**src/rtl/bank_addr_pkg.sv**
```systemverilog
package bank_addr_pkg;
  typedef enum logic [2:0] {
    OP_NOP   = 3'd0,
    OP_READ  = 3'd1,
    OP_WRITE = 3'd2,
    OP_CLR   = 3'd3,
    OP_INC   = 3'd4,
    OP_BSET  = 3'd5,
    OP_BCLR  = 3'd6,
    OP_BANK  = 3'd7
  } op_e;

  function automatic logic is_data_op(op_e op);
    return (op != OP_NOP) && (op != OP_BANK);
  endfunction

  function automatic logic is_modify_op(op_e op);
    return (op == OP_WRITE) || (op == OP_CLR) || (op == OP_INC) ||
           (op == OP_BSET) || (op == OP_BCLR);
  endfunction
endpackage

```
**src/rtl/fsr_reg.sv**
```systemverilog
module fsr_reg #(
  parameter int DATA_W = 8,
  parameter int BANK_W = 3
) (
  input  logic              clk,
  input  logic              rst,
  input  logic              wr_en,
  input  logic [DATA_W-1:0] wr_val,
  input  logic              bank_en,
  input  logic [BANK_W-1:0] bank_val,
  output logic [DATA_W-1:0] fsr
);
  localparam int LOW_W = DATA_W - BANK_W;

  always_ff @(posedge clk) begin
    if (rst) begin
      fsr <= '0;
    end else if (bank_en) begin
      fsr[DATA_W-1 -: BANK_W] <= bank_val;
    end else if (wr_en) begin
      fsr <= wr_val;
    end
  end


  bank_only_chk: assert property (@(posedge clk) disable iff (rst)
    bank_en |=> (fsr[LOW_W-1:0] == $past(fsr[LOW_W-1:0])) &&
                (fsr[DATA_W-1 -: BANK_W] == $past(bank_val)));
endmodule

```
**src/rtl/addr_resolve.sv**
```systemverilog
module addr_resolve #(
  parameter int DATA_W    = 8,
  parameter int OPND_W    = 5,
  parameter int BANK_W    = 3,
  parameter int FSR_ADDR  = 4,
  parameter int INDF_ADDR = 0
) (
  input  logic [OPND_W-1:0] opnd,
  input  logic [DATA_W-1:0] fsr,
  output logic [DATA_W-1:0] tgt_addr,
  output logic              tgt_fsr,
  output logic              tgt_null,
  output logic              indirect
);
  localparam int OFS_W = OPND_W - 1;
  localparam int GAP_W = DATA_W - BANK_W - OPND_W;
  localparam logic [OPND_W-1:0] INDF_OP = OPND_W'(INDF_ADDR);
  localparam logic [DATA_W-1:0] INDF_PHY = DATA_W'(INDF_ADDR);
  localparam logic [DATA_W-1:0] FSR_PHY = DATA_W'(FSR_ADDR);

  logic [DATA_W-1:0] banked_addr;
  logic [DATA_W-1:0] global_addr;

  generate
    if (GAP_W > 0) begin : g_gap
      assign banked_addr = {fsr[DATA_W-1 -: BANK_W], {GAP_W{1'b0}}, 1'b1, opnd[OFS_W-1:0]};
    end else begin : g_nogap
      assign banked_addr = {fsr[DATA_W-1 -: BANK_W], 1'b1, opnd[OFS_W-1:0]};
    end
  endgenerate

  assign global_addr = {{(DATA_W-OFS_W){1'b0}}, opnd[OFS_W-1:0]};

  always_comb begin
    indirect = (opnd == INDF_OP);
    if (indirect)               tgt_addr = fsr;
    else if (opnd[OPND_W-1])    tgt_addr = banked_addr;
    else                        tgt_addr = global_addr;
    tgt_null = indirect && (fsr == INDF_PHY);
    tgt_fsr  = !tgt_null && (tgt_addr == FSR_PHY);
  end
endmodule

```
**src/rtl/data_ram.sv**
```systemverilog
module data_ram #(
  parameter int DATA_W = 8,
  parameter int ADDR_W = 8
) (
  input  logic              clk,
  input  logic              we,
  input  logic [ADDR_W-1:0] addr,
  input  logic [DATA_W-1:0] wdata,
  output logic [DATA_W-1:0] rdata
);
  localparam int DEPTH = 1 << ADDR_W;

  logic [DATA_W-1:0] mem [DEPTH];

  always_ff @(posedge clk) begin
    if (we) mem[addr] <= wdata;
  end

  assign rdata = mem[addr];
endmodule

```
**src/rtl/bank_addr_unit.sv**
```systemverilog
module bank_addr_unit
  import bank_addr_pkg::*;
#(
  parameter int DATA_W    = 8,
  parameter int OPND_W    = 5,
  parameter int BANK_W    = 3,
  parameter int FSR_ADDR  = 4,
  parameter int INDF_ADDR = 0,
  localparam int POS_W    = $clog2(DATA_W)
) (
  input  logic              clk,
  input  logic              rst,
  input  logic [2:0]        op_code,
  input  logic [OPND_W-1:0] opnd,
  input  logic [DATA_W-1:0] wr_data,
  input  logic [POS_W-1:0]  bit_sel,
  input  logic [BANK_W-1:0] bank_sel,
  output logic [DATA_W-1:0] phys_addr,
  output logic              ram_we,
  output logic [DATA_W-1:0] rd_data,
  output logic [DATA_W-1:0] fsr_q,
  output logic              skip
);
  localparam logic [DATA_W-1:0] FSR_PHY = DATA_W'(FSR_ADDR);
  localparam logic [DATA_W-1:0] ONE     = DATA_W'(1);

  op_e               op;
  logic [DATA_W-1:0] tgt_addr;
  logic              tgt_fsr, tgt_null, indirect;
  logic [DATA_W-1:0] ram_rdata, cur, nxt, result, bit_mask;
  logic              data_op, mod_op, ram_wr, fsr_wr;

  assign op = op_e'(op_code);

  addr_resolve #(
    .DATA_W(DATA_W), .OPND_W(OPND_W), .BANK_W(BANK_W),
    .FSR_ADDR(FSR_ADDR), .INDF_ADDR(INDF_ADDR)
  ) u_resolve (
    .opnd(opnd), .fsr(fsr_q), .tgt_addr(tgt_addr),
    .tgt_fsr(tgt_fsr), .tgt_null(tgt_null), .indirect(indirect)
  );

  always_comb begin
    data_op  = is_data_op(op);
    mod_op   = is_modify_op(op);
    bit_mask = ONE << bit_sel;
    if (tgt_null)     cur = '0;
    else if (tgt_fsr) cur = fsr_q;
    else              cur = ram_rdata;
    case (op)
      OP_WRITE: nxt = wr_data;
      OP_CLR:   nxt = '0;
      OP_INC:   nxt = cur + ONE;
      OP_BSET:  nxt = cur | bit_mask;
      OP_BCLR:  nxt = cur & ~bit_mask;
      default:  nxt = cur;
    endcase
    result = tgt_null ? '0 : nxt;
    ram_wr = mod_op && !tgt_null && !tgt_fsr;
    fsr_wr = mod_op && tgt_fsr;
  end

  data_ram #(.DATA_W(DATA_W), .ADDR_W(DATA_W)) u_ram (
    .clk(clk), .we(ram_wr), .addr(tgt_addr), .wdata(nxt), .rdata(ram_rdata)
  );

  fsr_reg #(.DATA_W(DATA_W), .BANK_W(BANK_W)) u_fsr (
    .clk(clk), .rst(rst), .wr_en(fsr_wr), .wr_val(nxt),
    .bank_en(op == OP_BANK), .bank_val(bank_sel), .fsr(fsr_q)
  );

  always_ff @(posedge clk) begin
    if (rst) begin
      phys_addr <= '0;
      ram_we    <= 1'b0;
      rd_data   <= '0;
      skip      <= 1'b0;
    end else begin
      ram_we <= ram_wr;
      skip   <= (op == OP_INC) && !tgt_null && (nxt == '0);
      if (data_op) begin
        phys_addr <= tgt_addr;
        rd_data   <= result;
      end
    end
  end


  indirect_addr_chk: assert property (@(posedge clk) disable iff (rst)
    (data_op && indirect) |=> (phys_addr == $past(fsr_q)));


  global_addr_chk: assert property (@(posedge clk) disable iff (rst)
    (data_op && !indirect && !opnd[OPND_W-1]) |=>
      (phys_addr == DATA_W'($past(opnd[OPND_W-2:0]))));


  null_discard_chk: assert property (@(posedge clk) disable iff (rst)
    (data_op && tgt_null) |=> (!ram_we && (rd_data == '0) && $stable(fsr_q)));


  skip_zero_chk: assert property (@(posedge clk) disable iff (rst)
    skip |-> (rd_data == '0));


  fsr_no_strobe_chk: assert property (@(posedge clk) disable iff (rst)
    ram_we |-> (phys_addr != FSR_PHY));


  nop_hold_chk: assert property (@(posedge clk) disable iff (rst)
    (op == OP_NOP) |=> ($stable(fsr_q) && $stable(phys_addr) && $stable(rd_data) && !ram_we && !skip));
endmodule

```
**config.mk**
```make
export PLATFORM = sky130hd
export DESIGN_NAME = bank_addr_unit
export DESIGN_NICKNAME = d
export VERILOG_FILES = /design/src/rtl/bank_addr_pkg.sv /design/src/rtl/fsr_reg.sv /design/src/rtl/addr_resolve.sv /design/src/rtl/data_ram.sv /design/src/rtl/bank_addr_unit.sv
export SDC_FILE = /design/constraint.sdc
export NUM_CORES = 2
export LEC_CHECK = 0
export ABC_CLOCK_PERIOD_IN_PS = 16100
export BUFFER_PORTS_ARGS = -buffer_cell sky130_fd_sc_hd__buf_2
export CAP_MARGIN = 0
export CORE_MARGIN = 2
export CORE_UTILIZATION = 28
export CTS_CLUSTER_DIAMETER = 100
export CTS_CLUSTER_SIZE = 16
export DETAILED_ROUTE_END_ITERATION = 10
export PLACE_DENSITY = 0.49
export SKIP_CTS_REPAIR_TIMING = 1
export SLEW_MARGIN = 10
export SYNTH_ARGS = -nofsm -noshare
export SYNTH_HDL_FRONTEND = slang
export SYNTH_SLANG_ARGS = --single-unit
```
**constraint.sdc**
```tcl
create_clock -name clk -period 16.1 [get_ports clk]
set_input_delay 3.22 -clock clk [delete_from_list [all_inputs] [get_ports clk]]
set_output_delay 3.22 -clock clk [all_outputs]
set_load 0.05 [all_outputs]
```
==> summary by stage <==
Outcome
The run finished, with violations left. The final reports fail on max-capacitance violations, max-slew violations.

Timing
Based on the critical path, the design can be clocked at up to 86.9 MHz. On the final layout, the worst clock skew is between 40 and 50 ps. The routed design could run at a clock period as short as between 10000 and 15000 ps. The slew at the pin closest to its max-slew limit is ~1800 ps. The sum of negative setup slack is 0 ps.

The final max-slew violation count is 126. The post-route worst setup slack is 4590 ps. The setup violation total in the final timing report is 0. The relative slew slack is -0.188. The final number of hold-violating endpoints is 0. The ratio of final minimum period to clock period is 0.715. Setup repair after global routing left no endpoint under its margin.

Clocking
The tree is rooted in a sky130_fd_sc_hd__clkbuf_16. For the worst-skew pair, the clock arrives at the later sink with an insertion delay of between 800 and 900 ps. The H-tree was split into 4 levels. The longest clock path from root to sink contains 3 buffers. After clock tree synthesis, the clock-pin slew on the worst setup and hold paths is ~70 ps. The CTS tree is built. Counting every sink on the clock net gives between 2000 and 2500.

The number of buffers inserted during clock tree synthesis is between 100 and 150.

Setup path
In this run the worst setup path begins at opnd[2]. On the critical path the largest part of the delay comes from compound AO/OA/AOI/OAI gates. The arrival time of the worst setup path is about 12000 ps.

The critical path contains buffers and inverters numbering 5 combined. The worst stage delay on the critical path is approximately 1200 ps. Among the stages of the critical path, the cell type that occurs most often is sky130_fd_sc_hd__buf_12. Data on the critical path is required at its endpoint by about 17000 ps. The worst register-to-register path begins at u_fsr.fsr[1]$_SDFFE_PP0P_. STA classifies the critical path endpoint as a flip-flop.

The category of the most critical setup path is in2reg. The signal on the critical path passes through buf_2 -> nor2b_4 -> buf_4 -> a21o_4 -> buf_12 -> buf_12 -> mux2_2 -> o22ai_1 -> a221oi_1 -> a41oi_1 -> a2111oi_1 -> a211oi_1 -> a2111o_1 -> nor4b_1 -> nor4b_1 -> a211o_4 -> buf_12. The slowest library cell on the worst path is sky130_fd_sc_hd__a2111oi_1. The worst setup path is launched from an input port.

The biggest fanout along the worst timing path is 204.

Placed design
The total instance count after detailed placement is about 9500. Before CTS, the worst setup slack after placement is a little over 4000 ps. At the end of routability-driven placement, the weighted congestion stood at approximately 0.95.

The placed wire-length estimate after detailed placement is 187000 um. The count of buffers from port buffering is approximately 50.

Pwr
The overall power of the completed layout is between 10 and 15 mW. The static power due to leakage is between 20 and 30 nW. The power density over the cells is around 120 nW/um2. The worst supply voltage drop on vdd is between 0.08 and 0.09 mV.

Global route
The global route total overflow is 0. The number of antenna violations at the first check in global routing came to 21. The pin count of the biggest net entering global routing is 213. The overall track demand over capacity in global routing is 0.196. The first-pass GRT wire length is 416000 um. The number of global-route vias before repair came to approximately 50000.

Final layout
The net count of the finished layout is 5748. The number of flip-flops in the largest register is about 2000. The register with the most flip-flops in the final layout is u_ram.mem. The area growth from synthesis to layout is 11.2%. The top cell types in the final layout, fill and taps aside, are sky130_fd_sc_hd__edfxtp_1, sky130_fd_sc_hd__nand2_1, sky130_fd_sc_hd__mux2i_1. The share of layout cells above drive strength 1 is 0.0925. The library cell used most frequently in the layout, excluding fill and tap cells, is sky130_fd_sc_hd__edfxtp_1. The number of standard cells in the layout, taps in and fillers out is about 10000.

Logic synthesis
The library cell with the largest summed area after synthesis is sky130_fd_sc_hd__edfxtp_1. The mean instance size in the synthesized netlist is ~15 um2. The fraction of synthesized cell area taken by the top area cell type is 0.737. The most used flip-flop cell after synthesis is sky130_fd_sc_hd__edfxtp_1. The sequential share of the synthesized area is 0.743. During synthesis, Yosys emitted a total of 0 warnings. The flip-flop and latch count after synthesis is 2074.

Sorting the synthesized cells by area gives the leading types as sky130_fd_sc_hd__edfxtp_1, sky130_fd_sc_hd__nand2_1, sky130_fd_sc_hd__mux2i_1. The synthesized instance count is ~5700. The post-synthesis async set-or-reset flop share is 0. The unique cell type count in the Yosys netlist is 75.

The number of synthesized flops with an enable pin is 2048. The synthesized netlist occupies a cell area of 83500 um2.

Routing
In the final routed layout, each cell accounts on average for approximately 31 um. The violation count after the first detailed-routing iteration is 7083. The post-detailed-route DRC marker count is 0.

Wires add up to 303000 um. In this run the remaining antenna-violating nets after routing total 0. The routed layout has 52300 vias. The first-pass iteration count of the detailed router is 7. The routed via count divided by cell count is 5.38.

Die
The die span in y is between 500 and 600 um. In this run the count of I/O pins placed on the die edge is 50. The die is between 500 and 600 um wide. The core footprint is 297000 um2. The floorplan has 200 rows. The initial utilization of the core area, before any placement, comes to 0.281. The area of the die is 302000 um2.

Worst hold path
The startpoint identified for the worst hold timing path is rd_data[5]$_SDFFE_PP0P_. The kind of path behind the tightest hold check is reg2reg.

Job
Max-cap violations in this run came to 1.
==> per-stage QoR <==
stage / util / hold WS [ps] / area, um2
2_1_floorplan: - / 671 / 83500
3_3_place_gp: 0.298 / 442 / 88600
3_5_place_dp: 0.299 / 452 / 88600
4_1_cts: 0.312 / 460 / 92700
5_1_grt: 0.313 / 498 / 92800
6_report: 0.313 / 454 / 92800
==> kinds of logic (layout without fill, tap and decap cells) <==
logic type             after synthesis  after routing  synth area share
AO/OA/AOI/OAI                      866            866            0.0688
XOR/XNOR                             1              1          0.000105
flip-flops                        2074           2074             0.743
AND/OR/NAND/NOR                   1933           1933             0.100
multiplexers                       435            435            0.0632
other                                1             26         0.0000449
buffers and inverters              425            439            0.0248
==> synthesized netlist by cell type (all sizes together), types with 4 or more instances <==
master	instances
a32oi	25
a31oi	51
a22o	8
nor3	36
nand2	1047
o22ai	106
mux2	4
and2	9
a221oi	52
or3	4
a211oi	101
or4	26
nor4b	6
dfxtp	26
buf	231
nand4	22
mux4	73
clkbuf	157
nor2b	48
or2	5
nand3	282
a21oi	267
nor2	345
o221ai	7
a32o	5
o2111ai	7
nor4	58
o21ai	65
a311oi	31
inv	36
nand2b	15
o211ai	12
o32ai	4
o41ai	5
edfxtp	2048
a21o	6
a2111oi	36
o31ai	5
a22oi	53
mux2i	358
and3	20
==> routing by layer <==
metal | GRT usage | part of all wire | vias to the layer above
met5 | 0 | 0.00018 | -
met1 | 0.264 | 0.41 | 27300
met4 | 0.0954 | 0.054 | 10
met3 | 0.0418 | 0.090 | 554
met2 | 0.299 | 0.45 | 2691
li1 | - | - | 21800
==> final cells by class <==
class | count | area, um2
clock inverter | 13 | 163
antenna | 10 | 25.0
sequential | 2074 | 62000
tap | 3939 | 4930
fill | 29400 | 204000
timing repair buffer | 212 | 1730
clock buffer | 177 | 3960
inverter | 37 | 146
multi-input combinational | 3251 | 19800
==> worst min-delay path: stages (launching register included) <==
cell and delay, ps:
sky130_fd_sc_hd__dfxtp_1 310, sky130_fd_sc_hd__nand2_1 50, sky130_fd_sc_hd__a21oi_1 50
==> power by group <==
group	internal (mW)	leakage [nW]	switching [mW]
sequential	6.20	18.8	0.00673
clock	1.75	2.01	1.85
combinational	0.180	8.80	0.796
total	8.13	29.6	2.66
==> final timing paths <==
path | to | slack [ps] | cells after the start
max | u_ram.mem[188][4]$_DFFE_PP_ | 4590 | 17
min | rd_data[5]$_SDFFE_PP0P_ | 450 | 2
max reg2reg | u_ram.mem[188][4]$_DFFE_PP_ | 6460 | 16
min reg2reg | rd_data[5]$_SDFFE_PP0P_ | 450 | 2
(Power assumes the default switching activity.)
